<file path="src/rtl/pwr_i2c_pkg.sv">
`timescale 1ns/1ps
// Shared constants and types of the power-management I2C write engine.
// Assumes the fixed 32-bit register layout described in the brief.
package pwr_i2c_pkg;
    localparam int FIELD_W   = 8;
    localparam int ADDR_W    = 7;
    localparam int SEL_W     = 2;
    localparam int REG_W     = 32;
    localparam int GO_BIT    = 24;
    localparam int ACK_SLOT  = 8;

    localparam logic [SEL_W-1:0] SEL_CMD  = 2'd0;
    localparam logic [SEL_W-1:0] SEL_CLK  = 2'd1;
    localparam logic [SEL_W-1:0] SEL_MODE = 2'd2;
    localparam logic [SEL_W-1:0] SEL_STAT = 2'd3;

    typedef enum logic [2:0] {
        PH_IDLE, PH_START, PH_LOW, PH_HIGH, PH_STOP_LO, PH_STOP_HI, PH_FREE
    } phase_e;
endpackage

</file>
<file path="src/rtl/pwr_i2c_timer.sv">
`timescale 1ns/1ps
// Phase down-counter: loaded with (length-1) on entry to a phase, it flags
// expiry on the last cycle of that phase. Assumes load has priority.
module pwr_i2c_timer #(
    parameter int W = 9
) (
    input  logic         clk,
    input  logic         rst_n,
    input  logic         load,
    input  logic [W-1:0] load_val,
    output logic         expired
);
    logic [W-1:0] cnt_q;

    // Count down toward zero, reload when a new phase begins.
    always_ff @(posedge clk) begin
        if (!rst_n)
            cnt_q <= '0;
        else if (load)
            cnt_q <= load_val;
        else if (cnt_q != '0)
            cnt_q <= cnt_q - 1'b1;
    end

    assign expired = (cnt_q == '0);
endmodule

</file>
<file path="src/rtl/pwr_i2c_regs.sv">
`timescale 1ns/1ps
// Software-visible registers: command word with self-clearing launch flag,
// SCL phase counts, mode (master code only, high-speed forced off) and a
// sticky write-1-to-clear error. Assumes xfer_done is a one-cycle pulse.
module pwr_i2c_regs
    import pwr_i2c_pkg::*;
#(
    parameter logic [FIELD_W-1:0] RST_HI = 8'd35,
    parameter logic [FIELD_W-1:0] RST_LO = 8'd55
) (
    input  logic               clk,
    input  logic               rst_n,
    input  logic               reg_we,
    input  logic [SEL_W-1:0]   reg_sel,
    input  logic [REG_W-1:0]   reg_wdata,
    input  logic               xfer_done,
    input  logic               xfer_nack,
    output logic [REG_W-1:0]   reg_rdata,
    output logic [ADDR_W-1:0]  tgt_addr,
    output logic [FIELD_W-1:0] reg_addr,
    output logic [FIELD_W-1:0] wr_data,
    output logic               cmd_valid,
    output logic [FIELD_W-1:0] hi_cnt,
    output logic [FIELD_W-1:0] lo_cnt,
    output logic               err_flag
);
    logic [2:0] mcode_q;
    logic       cmd_wr;
    logic       unused_wbits;

    assign cmd_wr       = reg_we && (reg_sel == SEL_CMD) && !cmd_valid;
    assign unused_wbits = ^reg_wdata[REG_W-1:GO_BIT+1];

    // Command fields and launch flag; writes while busy are dropped.
    always_ff @(posedge clk) begin
        if (!rst_n) begin
            tgt_addr  <= '0;
            reg_addr  <= '0;
            wr_data   <= '0;
            cmd_valid <= 1'b0;
        end else if (cmd_wr) begin
            tgt_addr  <= reg_wdata[ADDR_W-1:0];
            reg_addr  <= reg_wdata[2*FIELD_W-1:FIELD_W];
            wr_data   <= reg_wdata[3*FIELD_W-1:2*FIELD_W];
            cmd_valid <= reg_wdata[GO_BIT];
        end else if (xfer_done) begin
            cmd_valid <= 1'b0;
        end
    end

    // SCL phase counts.
    always_ff @(posedge clk) begin
        if (!rst_n) begin
            hi_cnt <= RST_HI;
            lo_cnt <= RST_LO;
        end else if (reg_we && reg_sel == SEL_CLK) begin
            hi_cnt <= reg_wdata[FIELD_W-1:0];
            lo_cnt <= reg_wdata[2*FIELD_W-1:FIELD_W];
        end
    end

    // Master code storage; the high-speed enable is never stored.
    always_ff @(posedge clk) begin
        if (!rst_n)
            mcode_q <= '0;
        else if (reg_we && reg_sel == SEL_MODE)
            mcode_q <= reg_wdata[2:0];
    end

    // Sticky error: setting at completion wins over a clearing write.
    always_ff @(posedge clk) begin
        if (!rst_n)
            err_flag <= 1'b0;
        else if (xfer_done && xfer_nack)
            err_flag <= 1'b1;
        else if (reg_we && reg_sel == SEL_STAT && reg_wdata[0])
            err_flag <= 1'b0;
    end

    // Read multiplexer over the four registers.
    always_comb begin
        reg_rdata = '0;
        case (reg_sel)
            SEL_CMD:  reg_rdata = {7'd0, cmd_valid, wr_data, reg_addr, 1'b0, tgt_addr};
            SEL_CLK:  reg_rdata = {16'd0, lo_cnt, hi_cnt};
            SEL_MODE: reg_rdata = {29'd0, mcode_q};
            default:  reg_rdata = {31'd0, err_flag};
        endcase
    end
endmodule

</file>
<file path="src/rtl/pwr_i2c_seq.sv">
`timescale 1ns/1ps
// Bus sequencer: start, three bytes with acknowledge slots, stop, bus-free.
// SDA enable is a registered copy of the phase target, so it moves on the
// second cycle of each phase. Assumes fields are stable while go is high.
module pwr_i2c_seq
    import pwr_i2c_pkg::*;
#(
    parameter int LO_ADD = 7,
    parameter int HI_ADD = 5
) (
    input  logic               clk,
    input  logic               rst_n,
    input  logic               go,
    input  logic [ADDR_W-1:0]  tgt_addr,
    input  logic [FIELD_W-1:0] reg_addr,
    input  logic [FIELD_W-1:0] wr_data,
    input  logic [FIELD_W-1:0] hi_cnt,
    input  logic [FIELD_W-1:0] lo_cnt,
    input  logic               sda_in,
    output logic               scl_oe,
    output logic               sda_oe,
    output logic               done,
    output logic               nack,
    output phase_e             state
);
    localparam int PH_W = FIELD_W + 1;

    phase_e              nxt;
    logic [1:0]          byte_q;
    logic [3:0]          bit_q;
    logic                adv;
    logic                expired;
    logic                pull_tgt;
    logic                cur_bit;
    logic [FIELD_W-1:0]  cur_byte;
    logic [PH_W-1:0]     load_val;
    logic                last_byte;
    logic                in_ack;

    assign last_byte = (byte_q == 2'd2);
    assign in_ack    = (bit_q == 4'(ACK_SLOT));

    pwr_i2c_timer #(.W(PH_W)) u_timer (
        .clk      (clk),
        .rst_n    (rst_n),
        .load     (adv),
        .load_val (load_val),
        .expired  (expired)
    );

    // Select the byte on the wire and the bit within it, MSB first.
    always_comb begin
        case (byte_q)
            2'd0:    cur_byte = {tgt_addr, 1'b0};
            2'd1:    cur_byte = reg_addr;
            default: cur_byte = wr_data;
        endcase
        cur_bit = cur_byte[3'd7 - bit_q[2:0]];
    end

    // Next-phase decision at the end of each phase.
    always_comb begin
        nxt = state;
        adv = 1'b0;
        if (state == PH_IDLE) begin
            if (go) begin
                nxt = PH_START;
                adv = 1'b1;
            end
        end else if (expired) begin
            adv = 1'b1;
            case (state)
                PH_START:   nxt = PH_LOW;
                PH_LOW:     nxt = PH_HIGH;
                PH_HIGH:    nxt = (in_ack && (sda_in || last_byte)) ? PH_STOP_LO : PH_LOW;
                PH_STOP_LO: nxt = PH_STOP_HI;
                PH_STOP_HI: nxt = PH_FREE;
                default:    nxt = PH_IDLE;
            endcase
        end
    end

    // Phase length for the phase being entered, offsets included.
    always_comb begin
        if (nxt == PH_LOW || nxt == PH_STOP_LO)
            load_val = PH_W'(lo_cnt) + PH_W'(LO_ADD - 1);
        else
            load_val = PH_W'(hi_cnt) + PH_W'(HI_ADD - 1);
    end

    // SDA pull target of the present phase.
    always_comb begin
        case (state)
            PH_START, PH_STOP_LO, PH_STOP_HI: pull_tgt = 1'b1;
            PH_LOW, PH_HIGH:                  pull_tgt = !in_ack && !cur_bit;
            default:                          pull_tgt = 1'b0;
        endcase
    end

    // Phase, position and acknowledge bookkeeping.
    always_ff @(posedge clk) begin
        if (!rst_n) begin
            state  <= PH_IDLE;
            byte_q <= '0;
            bit_q  <= '0;
            nack   <= 1'b0;
            sda_oe <= 1'b0;
        end else begin
            state  <= nxt;
            sda_oe <= pull_tgt;
            if (state == PH_IDLE && go)
                nack <= 1'b0;
            if (adv && state == PH_START) begin
                byte_q <= '0;
                bit_q  <= '0;
            end else if (adv && state == PH_HIGH) begin
                if (in_ack) begin
                    if (sda_in)
                        nack <= 1'b1;
                    byte_q <= byte_q + 1'b1;
                    bit_q  <= '0;
                end else begin
                    bit_q <= bit_q + 1'b1;
                end
            end
        end
    end

    assign scl_oe = (state == PH_LOW) || (state == PH_STOP_LO);
    assign done   = (state == PH_FREE) && expired;
endmodule

</file>
<file path="src/rtl/pwr_i2c_writer.sv">
`timescale 1ns/1ps
// Top of the power-management I2C write engine: registers plus sequencer.
// Assumes an open-drain bus with external pull-ups and no clock stretching.
module pwr_i2c_writer
    import pwr_i2c_pkg::*;
#(
    parameter logic [FIELD_W-1:0] RST_HI = 8'd35,
    parameter logic [FIELD_W-1:0] RST_LO = 8'd55,
    parameter int                 LO_ADD = 7,
    parameter int                 HI_ADD = 5
) (
    input  logic             clk,
    input  logic             rst_n,
    input  logic             reg_we,
    input  logic [SEL_W-1:0] reg_sel,
    input  logic [REG_W-1:0] reg_wdata,
    output logic [REG_W-1:0] reg_rdata,
    input  logic             sda_in,
    output logic             scl_oe,
    output logic             sda_oe
);
    logic [ADDR_W-1:0]  cmd_addr;
    logic [FIELD_W-1:0] cmd_reg;
    logic [FIELD_W-1:0] cmd_data;
    logic               cmd_valid;
    logic [FIELD_W-1:0] hi_cnt;
    logic [FIELD_W-1:0] lo_cnt;
    logic               err_flag;
    logic               seq_done;
    logic               seq_nack;
    phase_e             seq_state;

    pwr_i2c_regs #(.RST_HI(RST_HI), .RST_LO(RST_LO)) u_regs (
        .clk       (clk),
        .rst_n     (rst_n),
        .reg_we    (reg_we),
        .reg_sel   (reg_sel),
        .reg_wdata (reg_wdata),
        .xfer_done (seq_done),
        .xfer_nack (seq_nack),
        .reg_rdata (reg_rdata),
        .tgt_addr  (cmd_addr),
        .reg_addr  (cmd_reg),
        .wr_data   (cmd_data),
        .cmd_valid (cmd_valid),
        .hi_cnt    (hi_cnt),
        .lo_cnt    (lo_cnt),
        .err_flag  (err_flag)
    );

    pwr_i2c_seq #(.LO_ADD(LO_ADD), .HI_ADD(HI_ADD)) u_seq (
        .clk      (clk),
        .rst_n    (rst_n),
        .go       (cmd_valid),
        .tgt_addr (cmd_addr),
        .reg_addr (cmd_reg),
        .wr_data  (cmd_data),
        .hi_cnt   (hi_cnt),
        .lo_cnt   (lo_cnt),
        .sda_in   (sda_in),
        .scl_oe   (scl_oe),
        .sda_oe   (sda_oe),
        .done     (seq_done),
        .nack     (seq_nack),
        .state    (seq_state)
    );
endmodule

</file>
<file path="config.mk">
export PLATFORM = sky130hd
export DESIGN_NAME = pwr_i2c_writer
export DESIGN_NICKNAME = d
export VERILOG_FILES = /design/src/rtl/pwr_i2c_pkg.sv /design/src/rtl/pwr_i2c_timer.sv /design/src/rtl/pwr_i2c_regs.sv /design/src/rtl/pwr_i2c_seq.sv /design/src/rtl/pwr_i2c_writer.sv
export SDC_FILE = /design/constraint.sdc
export NUM_CORES = 1
export LEC_CHECK = 0
export BUFFER_PORTS_ARGS = -buffer_cell sky130_fd_sc_hd__buf_2
export CELL_PAD_IN_SITES_DETAIL_PLACEMENT = 1
export CELL_PAD_IN_SITES_GLOBAL_PLACEMENT = 1
export CORE_UTILIZATION = 45
export DETAILED_ROUTE_END_ITERATION = 16
export GPL_ROUTABILITY_DRIVEN = 0
export GPL_TIMING_DRIVEN = 0
export PLACE_DENSITY_LB_ADDON = 0.1
export SLEW_MARGIN = 30
export SYNTH_ARGS = -nofsm -noshare
export SYNTH_HDL_FRONTEND = slang
export SYNTH_HIERARCHICAL = 1
export SYNTH_SLANG_ARGS = --single-unit
</file>
<file path="constraint.sdc">
create_clock -name clk -period 4.85 [get_ports clk]
set_input_delay 0.2425 -clock clk [delete_from_list [all_inputs] [get_ports clk]]
set_output_delay 0.2425 -clock clk [all_outputs]
set_load 0.02 [all_outputs]
</file>
==> impl_metrics.py, run 1 <==
metrics = {
    "cts": {
        "cts_resized": 0,
        "clk_latency_ns": 0.33,
        "cts_buffer_depth": 2,
        "cts_made_buffers": 9,
        "cts_sinks": 64,
        "hold_buffers": 0,
        "clk_pin_slew_ns": 0.08,
        "cts_tree": "built",
        "cts-root-buf": "clkbuf_8",
        "post_cts_buffers": 0,
        "cts-htree-levels": 3,
    },
    "logic_synthesis": {
        "synth_area_leaders": "dfxtp_1, mux2i_1, nand2_1",
        "yosysWarnings": 6,
        "synth_cells": 452,
        "synth_top_cell_by_area": "dfxtp_1",
        "async_flop_share": 0,
        "ys_ff_latch": 64,
        "yosysSeqAreaShare": 0.3352,
        "yosysTopAreaCellShare": 0.3352,
        "synth-edff-count": 0,
        "synth_cell_type_count": 57,
        "synth_flop_cell": "dfxtp_1",
        "avgSynthCellArea_um2": 8.457,
        "synth_area_um2": 3822,
    },
    "placement": {
        "dp_hpwl_um": 8580,
        "io_buffer_count": 57,
    },
    "die": {
        "fp.dieH_um": 94.17,
        "core.rowCount": 33,
        "core_um2": 8217,
        "die_area_um2": 8867,
        "ioPinCount": 72,
        "die_width_um": 94.17,
        "start_util": 0.4652,
    },
    "timing": {
        "hold_violations": 0,
        "slew_violations": 0,
        "rsz0062_at_grt": "no",
        "setup_violations": 0,
        "maxSlewHeadroom": 0.5434,
        "period_share": 0.5164,
        "worst_pin_slew_ns": 0.6820,
        "max_freq_mhz": 399.3,
        "setup_tns_ns": 0,
        "period_needed_ns": 2.504,
        "fin_skew_ns": 0.01168,
    },
    "grt": {
        "grt_overflow": 0,
        "antenna_found_initial": 0,
        "grt_util_all_layers": 0.2702,
        "grt_pass1_vias": 3557,
        "grt_pass1_wl_um": 18070,
        "grt_max_degree": 12,
    },
    "layout": {
        "nets": 572,
        "drive_above_1_share": 0.2203,
        "nFillCells": 1035,
        "layout_common_cells": "nand2_1, buf_2, dfxtp_1",
        "area.growth.synth_to_final_pct": 17.51,
        "mostFrequentLayoutCell": "nand2_1",
        "num_antenna_cells": 0,
    },
    "drt": {
        "avgViaCountPerCell": 5.442,
        "wl_per_cell_um": 17.71,
        "drt-pass1-iter-count": 4,
        "detail-route-antenna-nets": 0,
        "drt_iter0_markers": 106,
        "num_vias": 3461,
        "drcViolationCount": 0,
        "drt_wl_total_um": 11260,
    },
    "critical_path": {
        "rr_startpoint": "u_seq/u_timer/cnt_q[0]",
        "critPathRequiredTime_ns": 5.07,
        "critPathCaptureType": "register",
        "crit_fanout": 10,
        "path_class": "register to register",
        "reg2reg_to": "u_seq/u_timer/cnt_q[0]",
        "r2r_cells": 11,
        "rrSetupSlack_ns": 2.35,
        "start_kind": "register",
        "arrival_ns": 2.72,
    },
    "pwr": {
        "p_leak_nw": 2.018,
        "power_density_nw_per_um2": 345.2,
        "power_w": 0.001551,
        "ir_drop_mv": 0.1347,
    },
    "worst_hold_path": {
        "hold_depth": 3,
        "hold_end": "u_regs/hi_cnt[7]",
        "hp-class": "input pin to register",
        "hp-start": "reg_wdata[7]",
    },
    "job": {
        "cap_violations": 0,
    },
    "status": {
        "status": "completed",
    },
}
stage by stage:
stage	instances	instance area (µm²)	util	hold slack [ns]	setup WS, ns
finish	636	4492	0.5467	0.1472	2.346
floorplan	458	3845	-	0.3683	2.578
CTS	636	4492	0.5467	0.1430	2.324
global route	636	4492	0.5467	0.1405	2.132
global placement	620	4262	0.5187	0.4457	2.391
detailed placement	620	4262	0.5187	0.4603	2.339
cells in the mapped netlist (6+ instances only):
master	number
clkbuf_1	9
inv_1	20
nor3_1	6
buf_4	11
and2_1	10
o211ai_1	9
nand3_1	14
buf_6	9
buf_2	10
dfxtp_1	64
mux2i_1	53
o21ai_0	10
nor2_1	34
ha_1	8
xnor2_1	8
nand4b_1	8
a21oi_1	18
nand2_1	80
metal layers:
| layer | up-vias | track usage | share of wire |
|---|---|---|---|
| li1 | 1703 | - | - |
| met4 | 0 | 0.08718 | 0.016 |
| met3 | 15 | 0.03803 | 0.038 |
| met1 | 1657 | 0.3406 | 0.45 |
| met5 | - | 0 | 0 |
| met2 | 86 | 0.4692 | 0.50 |
final cells by class:
| type | instances | area, µm² | area share |
|---|---|---|---|
| Clock buffer | 11 | 151.4 | 0.03370 |
| Tap cell | 105 | 131.4 | 0.02925 |
| Inverter | 20 | 75.07 | 0.01671 |
| Multi-Input combinational cell | 335 | 2221 | 0.4944 |
| Buffer | 39 | 267.8 | 0.05961 |
| Sequential cell | 64 | 1281 | 0.2852 |
| Timing Repair Buffer | 57 | 285.3 | 0.06351 |
| Clock inverter | 5 | 78.83 | 0.01755 |
cells by family (layout without fill, tap and decap cells):
kind of cell,after synthesis,after routing,share of synthesized area
flip-flops,64,64,0.3352
buffers and inverters,59,132,0.08969
multiplexers,56,56,0.1525
XOR/XNOR,13,13,0.02979
AND/OR/NAND/NOR,179,179,0.2380
adder cells (fa/ha/maj),8,8,0.02619
AO/OA/AOI/OAI,72,72,0.1277
other,1,7,0.0009811
flip-flops by register name, indices dropped and copies added, names as in the netlist:
| register | flops |
|---|---|
| u_regs/tgt_addr | 7 |
| u_seq/u_timer/cnt_q | 9 |
| u_regs/lo_cnt | 8 |
| u_seq/byte_q | 2 |
| u_regs/mcode_q | 3 |
| u_seq/bit_q | 4 |
| u_regs/hi_cnt | 8 |
| u_seq/state | 3 |
| u_regs/err_flag | 1 |
| u_regs/cmd_valid | 1 |
| u_seq/nack | 1 |
| u_seq/sda_oe | 1 |
| u_regs/wr_data | 8 |
| u_regs/reg_addr | 8 |
worst max-delay path by stage:
stage               cells after the start              startpoint  slack [ns]                     end
detailed placement                     13  u_seq/u_timer/cnt_q[0]        2.34  u_seq/u_timer/cnt_q[8]
global route                           14  u_seq/u_timer/cnt_q[0]        2.13  u_seq/u_timer/cnt_q[8]
CTS                                    13  u_seq/u_timer/cnt_q[0]        2.32  u_seq/u_timer/cnt_q[8]
global placement                       11  u_seq/u_timer/cnt_q[0]        2.39  u_seq/u_timer/cnt_q[0]
finish                                 11  u_seq/u_timer/cnt_q[0]        2.35  u_seq/u_timer/cnt_q[0]
floorplan                              11  u_seq/u_timer/cnt_q[0]        2.58  u_seq/u_timer/cnt_q[0]
critical path, stage by stage, from the launching register on:
cell and delay [ns]:
dfxtp_1 0.36, inv_1 0.08, ha_1 0.26, nor4b_2 0.19
and3_1 0.15, buf_4 0.16, buf_4 0.18, o32a_1 0.36
buf_2 0.18, mux2_4 0.30, nand3_1 0.08, o211ai_1 0.08
power breakdown:
group	switching (W)	internal (W)
registers	0.0000469	0.000569
clock network	0.000215	0.000317
logic	0.000225	0.000178
total	0.000487	0.00106
(Power assumes the default switching activity.)
==> inputs of run 2 (changes only) <==
CORE_UTILIZATION = 42   (was 45)
clock period = 2.6 ns   (was 4.85 ns; I/O delays follow)
==> impl_metrics.py, run 2 (same netlist as run 1, synthesis figures left out) <==
metrics = {
    "status": {
        "status": "completed",
    },
    "grt": {
        "use_met3": 0.03453,
        "grt_max_degree": 13,
        "grt_pass1_vias": 3538,
        "met2_usage": 0.3900,
        "grt.busiest_layer": "met2",
        "grt_overflow": 0,
        "grtUsageMet1": 0.3125,
        "grt_pass1_wl_um": 18010,
        "antenna_found_initial": 0,
        "grt_util_all_layers": 0.2408,
    },
    "job": {
        "cap_violations": 0,
    },
    "layout": {
        "largest_register_ffs": 9,
        "num_antenna_cells": 0,
        "mostFrequentLayoutCell": "nand2_1",
        "multi_input_area_um2": 2232,
        "finalInstanceArea_um2": 4513,
        "area.growth.synth_to_final_pct": 18.07,
        "nFillCells": 1084,
        "nets": 572,
        "drive_above_1_share": 0.2222,
        "register_area_um2": 1281,
        "largest_register": "u_seq/u_timer/cnt_q",
        "layout_common_cells": "nand2_1, buf_2, dfxtp_1",
    },
    "timing": {
        "rsz0062_at_grt": "no",
        "max_freq_mhz": 420.3,
        "hold_violations": 0,
        "fin_skew_ns": 0.01101,
        "period_share": 0.9150,
        "slew_violations": 0,
        "maxSlewHeadroom": 0.5585,
        "setup_tns_ns": 0,
        "setup_violations": 0,
        "period_needed_ns": 2.379,
        "worst_pin_slew_ns": 0.6594,
    },
    "critical_path": {
        "max_stage_delay_ns": 0.36,
        "path_cells": "inv_1 > ha_2 > nor4b_4 > and3_1 > buf_4 > buf_6 > o32a_1 > clkbuf_4 > buf_6 > o21ai_1 > nand3_1 > o31ai_1",
        "path_class": "register to register",
        "critical_path.slowest_cell": "dfxtp_1",
        "critPathCaptureType": "register",
        "critPathRequiredTime_ns": 2.84,
        "arrival_ns": 2.62,
        "rr_startpoint": "u_seq/u_timer/cnt_q[0]",
        "crit_path_frequent_cell": "buf_6",
        "startpoint": "u_seq/u_timer/cnt_q[0]",
        "crit_fanout": 10,
        "r2r_cells": 12,
        "start_kind": "register",
    },
    "cts": {
        "clk_latency_ns": 0.35,
        "cts-root-buf": "clkbuf_8",
        "cts_tree": "built",
        "cts_buffer_depth": 2,
        "cts-htree-levels": 3,
        "cts_resized": 0,
        "post_cts_buffers": 0,
        "hold_buffers": 0,
        "cts_sinks": 64,
        "cts_made_buffers": 9,
        "clk_pin_slew_ns": 0.08,
    },
    "pwr": {
        "p_comb_frac": 0.266,
        "intPower_w": 0.001983,
        "p_leak_nw": 2.015,
        "power_density_nw_per_um2": 646.5,
        "p_sw_w": 0.0009347,
        "ir_drop_mv": 0.2439,
        "swShare": 0.3203,
        "seq_power_share": 0.396,
        "p_clk_frac": 0.339,
    },
    "die": {
        "ioPinCount": 72,
        "core.rowCount": 34,
        "fp.dieH_um": 97.40,
        "die_area_um2": 9487,
        "core_um2": 8763,
        "die_width_um": 97.40,
        "start_util": 0.4362,
    },
    "placement": {
        "place_area_um2": 4265,
        "io_buffer_count": 57,
        "dp_hpwl_um": 8397,
    },
    "drt": {
        "avgViaCountPerCell": 5.471,
        "drcViolationCount": 0,
        "num_vias": 3496,
        "drt-pass1-iter-count": 4,
        "wl_per_cell_um": 17.18,
        "drt_iter0_markers": 123,
        "detail-route-antenna-nets": 0,
        "drt_wl_total_um": 10980,
    },
    "worst_hold_path": {
        "hp-class": "input pin to register",
        "hold_depth": 2,
        "hp-start": "reg_wdata[24]",
    },
}
==> run 2: cell count changes in the layout (fill, tap and decap cells not counted), sizes merged <==
| cell | delta |
|---|---|
| buf | -1 |
| clkinv | -1 |
| clkinvlp | +2 |
==> run 2: area by class of cell <==
class | count | share of cell area
Clock buffer | 10 | 0.03050
Sequential cell | 64 | 0.2839
Buffer | 39 | 0.06072
Timing Repair Buffer | 57 | 0.06321
Tap cell | 108 | 0.02994
Inverter | 20 | 0.01663
Multi-Input combinational cell | 335 | 0.4946
Clock inverter | 6 | 0.02052
==> run 2: final timing paths <==
| path | to | slack [ns] |
|---|---|---|
| hold / removal | u_regs/cmd_valid | 0.03 |
| hold reg to reg | u_regs/mcode_q[2] | 0.47 |
| setup / recovery | u_seq/u_timer/cnt_q[5] | 0.22 |
| setup reg to reg | u_seq/u_timer/cnt_q[5] | 0.22 |
==> run 2: power groups by stage <==
stage	clock network (W)	logic, W	registers (W)
after detailed placement	0	0.000756	0.00117
after floorplan	0	0.000583	0.00115
after global routing	0.00105	0.000868	0.00117
after global placement	0	0.000729	0.00117
final	0.000988	0.000776	0.00115
after CTS	0.00101	0.000763	0.00115
==> run 2: routing by layer <==
metal	wire length, µm	vias to the layer above
li1	-	1709
met1	4941	1676
met2	5265	83
met3	377	28
met4	391	0
met5	0	-
==> run 2: per-stage QoR <==
stage	total power, W	util	setup WS [ns]	hold slack, ns	instances
after floorplan	0.001728	-	0.3276	0.2558	458
after global placement	0.001895	0.4867	0.1299	0.3781	623
after detailed placement	0.001928	0.4867	0.1095	0.3747	623
after CTS	0.002923	0.5130	0.09249	0.02004	639
after global routing	0.003090	0.5150	0.01570	0.009363	639
final	0.002918	0.5150	0.2209	0.02593	639
==> run 2: worst max-delay path: cells and delay by family (launching register included) <==
kind                       cells  cell delay, ns
buffers and inverters          5            0.70
AOI/OAI and AO/OA              3            0.58
and+or+nand+nor                3            0.42
DFF                            1            0.36
adders and majority gates      1            0.22
==> inputs of run 3 (changes only) <==
ABC_AREA = 1   (was unset)
CORE_UTILIZATION = 39   (was 42)
==> impl_metrics.py, run 3 <==
metrics = {
    "logic_synthesis": {
        "avgSynthCellArea_um2": 6.641,
        "synth_cell_type_count": 37,
        "synth_area_leaders": "dfxtp_1, nand2_1, nor2_1",
        "yosysTopAreaCellShare": 0.3248,
        "synth_area_um2": 3945,
        "async_flop_share": 0,
        "synth_common_cells": "nand2_1, nor2_1, dfxtp_1",
        "synth.most_common_cell": "nand2_1",
        "synth_flop_cell": "dfxtp_1",
        "synth_cells": 594,
        "yosysWarnings": 6,
        "synth-edff-count": 0,
        "synth_top_cell_by_area": "dfxtp_1",
        "yosysSeqAreaShare": 0.3248,
        "ys_ff_latch": 64,
    },
    "timing": {
        "period_needed_ns": 2.428,
        "worst_pin_slew_ns": 0.6234,
        "fin_ws_ns": 0.1715,
        "slew_violations": 0,
        "rsz0062_at_grt": "no",
        "period_share": 0.9340,
        "hold_violations": 0,
        "maxSlewHeadroom": 0.5844,
        "fin_skew_ns": 0.006053,
        "setup_tns_ns": 0,
        "setup_violations": 0,
        "max_freq_mhz": 411.8,
    },
    "drt": {
        "drt_wl_total_um": 12830,
        "num_vias": 4049,
        "drt-pass1-iter-count": 5,
        "drt_iter0_markers": 120,
        "detail-route-antenna-nets": 0,
        "avgViaCountPerCell": 5.017,
        "drcViolationCount": 0,
        "wl_per_cell_um": 15.90,
    },
    "cts": {
        "cts_buffer_depth": 2,
        "hold_buffers": 0,
        "clk_pin_slew_ns": 0.07,
        "cts_made_buffers": 9,
        "cts_sinks": 64,
        "cts-root-buf": "clkbuf_8",
        "cts-htree-levels": 3,
        "cts_tree": "built",
        "clk_latency_ns": 0.34,
    },
    "pwr": {
        "power_density_nw_per_um2": 704.6,
        "ir_drop_mv": 0.3307,
        "p_leak_nw": 2.244,
    },
    "status": {
        "status": "completed",
    },
    "layout": {
        "final_cell_count_no_fill": 807,
        "drive_above_1_share": 0.2033,
        "area.growth.synth_to_final_pct": 19.28,
        "largest_register_ffs": 9,
        "nets": 716,
        "mostFrequentLayoutCell": "nand2_1",
        "largest_register": "u_seq/u_timer/cnt_q",
        "layout_common_cells": "nand2_1, nor2_1, buf_2",
        "num_antenna_cells": 0,
    },
    "critical_path": {
        "max_stage_delay_ns": 0.33,
        "critical_path.slowest_cell": "dfxtp_1",
        "path_cells": "inv_1 > ha_4 > nand2_4 > nor2_8 > nand2_2 > inv_2 > nand3_4 > o21bai_4 > nand3_4 > nand2_4 > nand2_4 > nand2_1 > nand2_1 > or2_2 > nand3_1 > nor2_1",
        "cpLargestDelayFamily": "simple AND/OR/NAND/NOR gates",
        "critPathRequiredTime_ns": 2.83,
        "start_kind": "register",
        "crit_path_frequent_cell": "nand2_4",
        "arrival_ns": 2.66,
        "crit_fanout": 9,
        "path_class": "register to register",
        "critPathCaptureType": "register",
        "crit_buf_inv": 2,
    },
    "worst_hold_path": {
        "hp-class": "input pin to register",
    },
    "grt": {
        "antenna_found_initial": 0,
        "grt_overflow": 0,
        "grt_util_all_layers": 0.2570,
        "grt_pass1_wl_um": 20160,
        "grt_max_degree": 13,
        "grt_pass1_vias": 3977,
    },
    "job": {
        "cap_violations": 0,
    },
    "die": {
        "start_util": 0.4036,
        "ioPinCount": 72,
        "fp.dieH_um": 102.6,
        "core_um2": 9774,
        "die_width_um": 102.6,
        "core.rowCount": 36,
        "die_area_um2": 10520,
    },
    "placement": {
        "preCtsSetupSlack_ns": -0.1084,
        "dp_hpwl_um": 9830,
        "io_buffer_count": 57,
        "dp.cells": 790,
    },
}
-- run 3: report_power, final --
| group | leakage, nW | total, W | switching [W] | internal [W] |
|---|---|---|---|---|
| Clock | 0.122 | 0.00105 | 0.000407 | 0.000641 |
| Combinational | 1.60 | 0.00109 | 0.000702 | 0.000389 |
| Sequential | 0.523 | 0.00118 | 0.0000991 | 0.00108 |
| Total | 2.24 | 0.00332 | 0.00121 | 0.00211 |
-- run 3: worst paths after layout --
kind	slack, ns	cells past startpoint	from	end
max	0.17	16	u_seq/u_timer/cnt_q[1]	u_seq/u_timer/cnt_q[5]
min	0.02	3	reg_wdata[7]	u_regs/hi_cnt[7]
max reg2reg	0.17	16	u_seq/u_timer/cnt_q[1]	u_seq/u_timer/cnt_q[5]
min reg2reg	0.47	2	u_seq/nack	u_regs/err_flag
-- run 3: cell type report --
| class | instances | area (µm²) |
|---|---|---|
| repair buffers | 58 | 292.8 |
| flip-flops and latches | 64 | 1282 |
| clock inverters | 2 | 60.06 |
| plain buffers | 28 | 190.2 |
| multi-input cells | 449 | 2310 |
| clock buffers | 13 | 178.9 |
| fillers | 1333 | 5069 |
| inverters | 60 | 225.2 |
| well taps | 133 | 166.4 |
-- run 3: logic make-up after synthesis --
logic type / share of synthesized area
buf+inv: 0.1053
compound gates: 0.1059
flops: 0.3248
simple gates: 0.4133
fa+ha+maj: 0.02537
other cells: 0.0009506
xor+xnor: 0.02442
-- run 3: metrics by stage --
stage               utilization  power, W  hold slack [ns]  instance area, µm²
floorplan                     -  0.001956           0.2505                3968
CTS                      0.4768  0.003293         0.001635                4661
global route             0.4814  0.003513          0.02316                4706
finish                   0.4814  0.003316          0.01613                4706
detailed placement       0.4521  0.002227           0.3636                4419
global placement         0.4521  0.002168           0.3558                4419
-- run 3: what timing repair did --
item                                    CTS  global route
cloned                                    0             1
pin swaps                                 0             2
endpoints found under the setup margin    2             4
resized for setup                         2             7
setup buffers                             0             1
-- run 3: metal layers --
| metal | GRT usage | up-vias | wire [µm] |
|---|---|---|---|
| li1 | - | 2036 | - |
| met1 | 0.3377 | 1905 | 6075 |
| met2 | 0.4287 | 91 | 6072 |
| met3 | 0.03729 | 17 | 450 |
| met4 | 0.09231 | 0 | 234 |
| met5 | 0 | - | 0 |
-- run 3: worst reg2reg max path, stage by stage, from the launching register on --
cell and delay [ns]:
dfxtp_1 0.33, inv_1 0.10, ha_4 0.18, nand2_4 0.08
nor2_8 0.15, nand2_2 0.09, inv_2 0.14, nand3_4 0.14
o21bai_4 0.21, nand3_4 0.13, nand2_4 0.13, nand2_4 0.09
nand2_1 0.08, nand2_1 0.06, or2_2 0.29, nand3_1 0.08
nor2_1 0.04
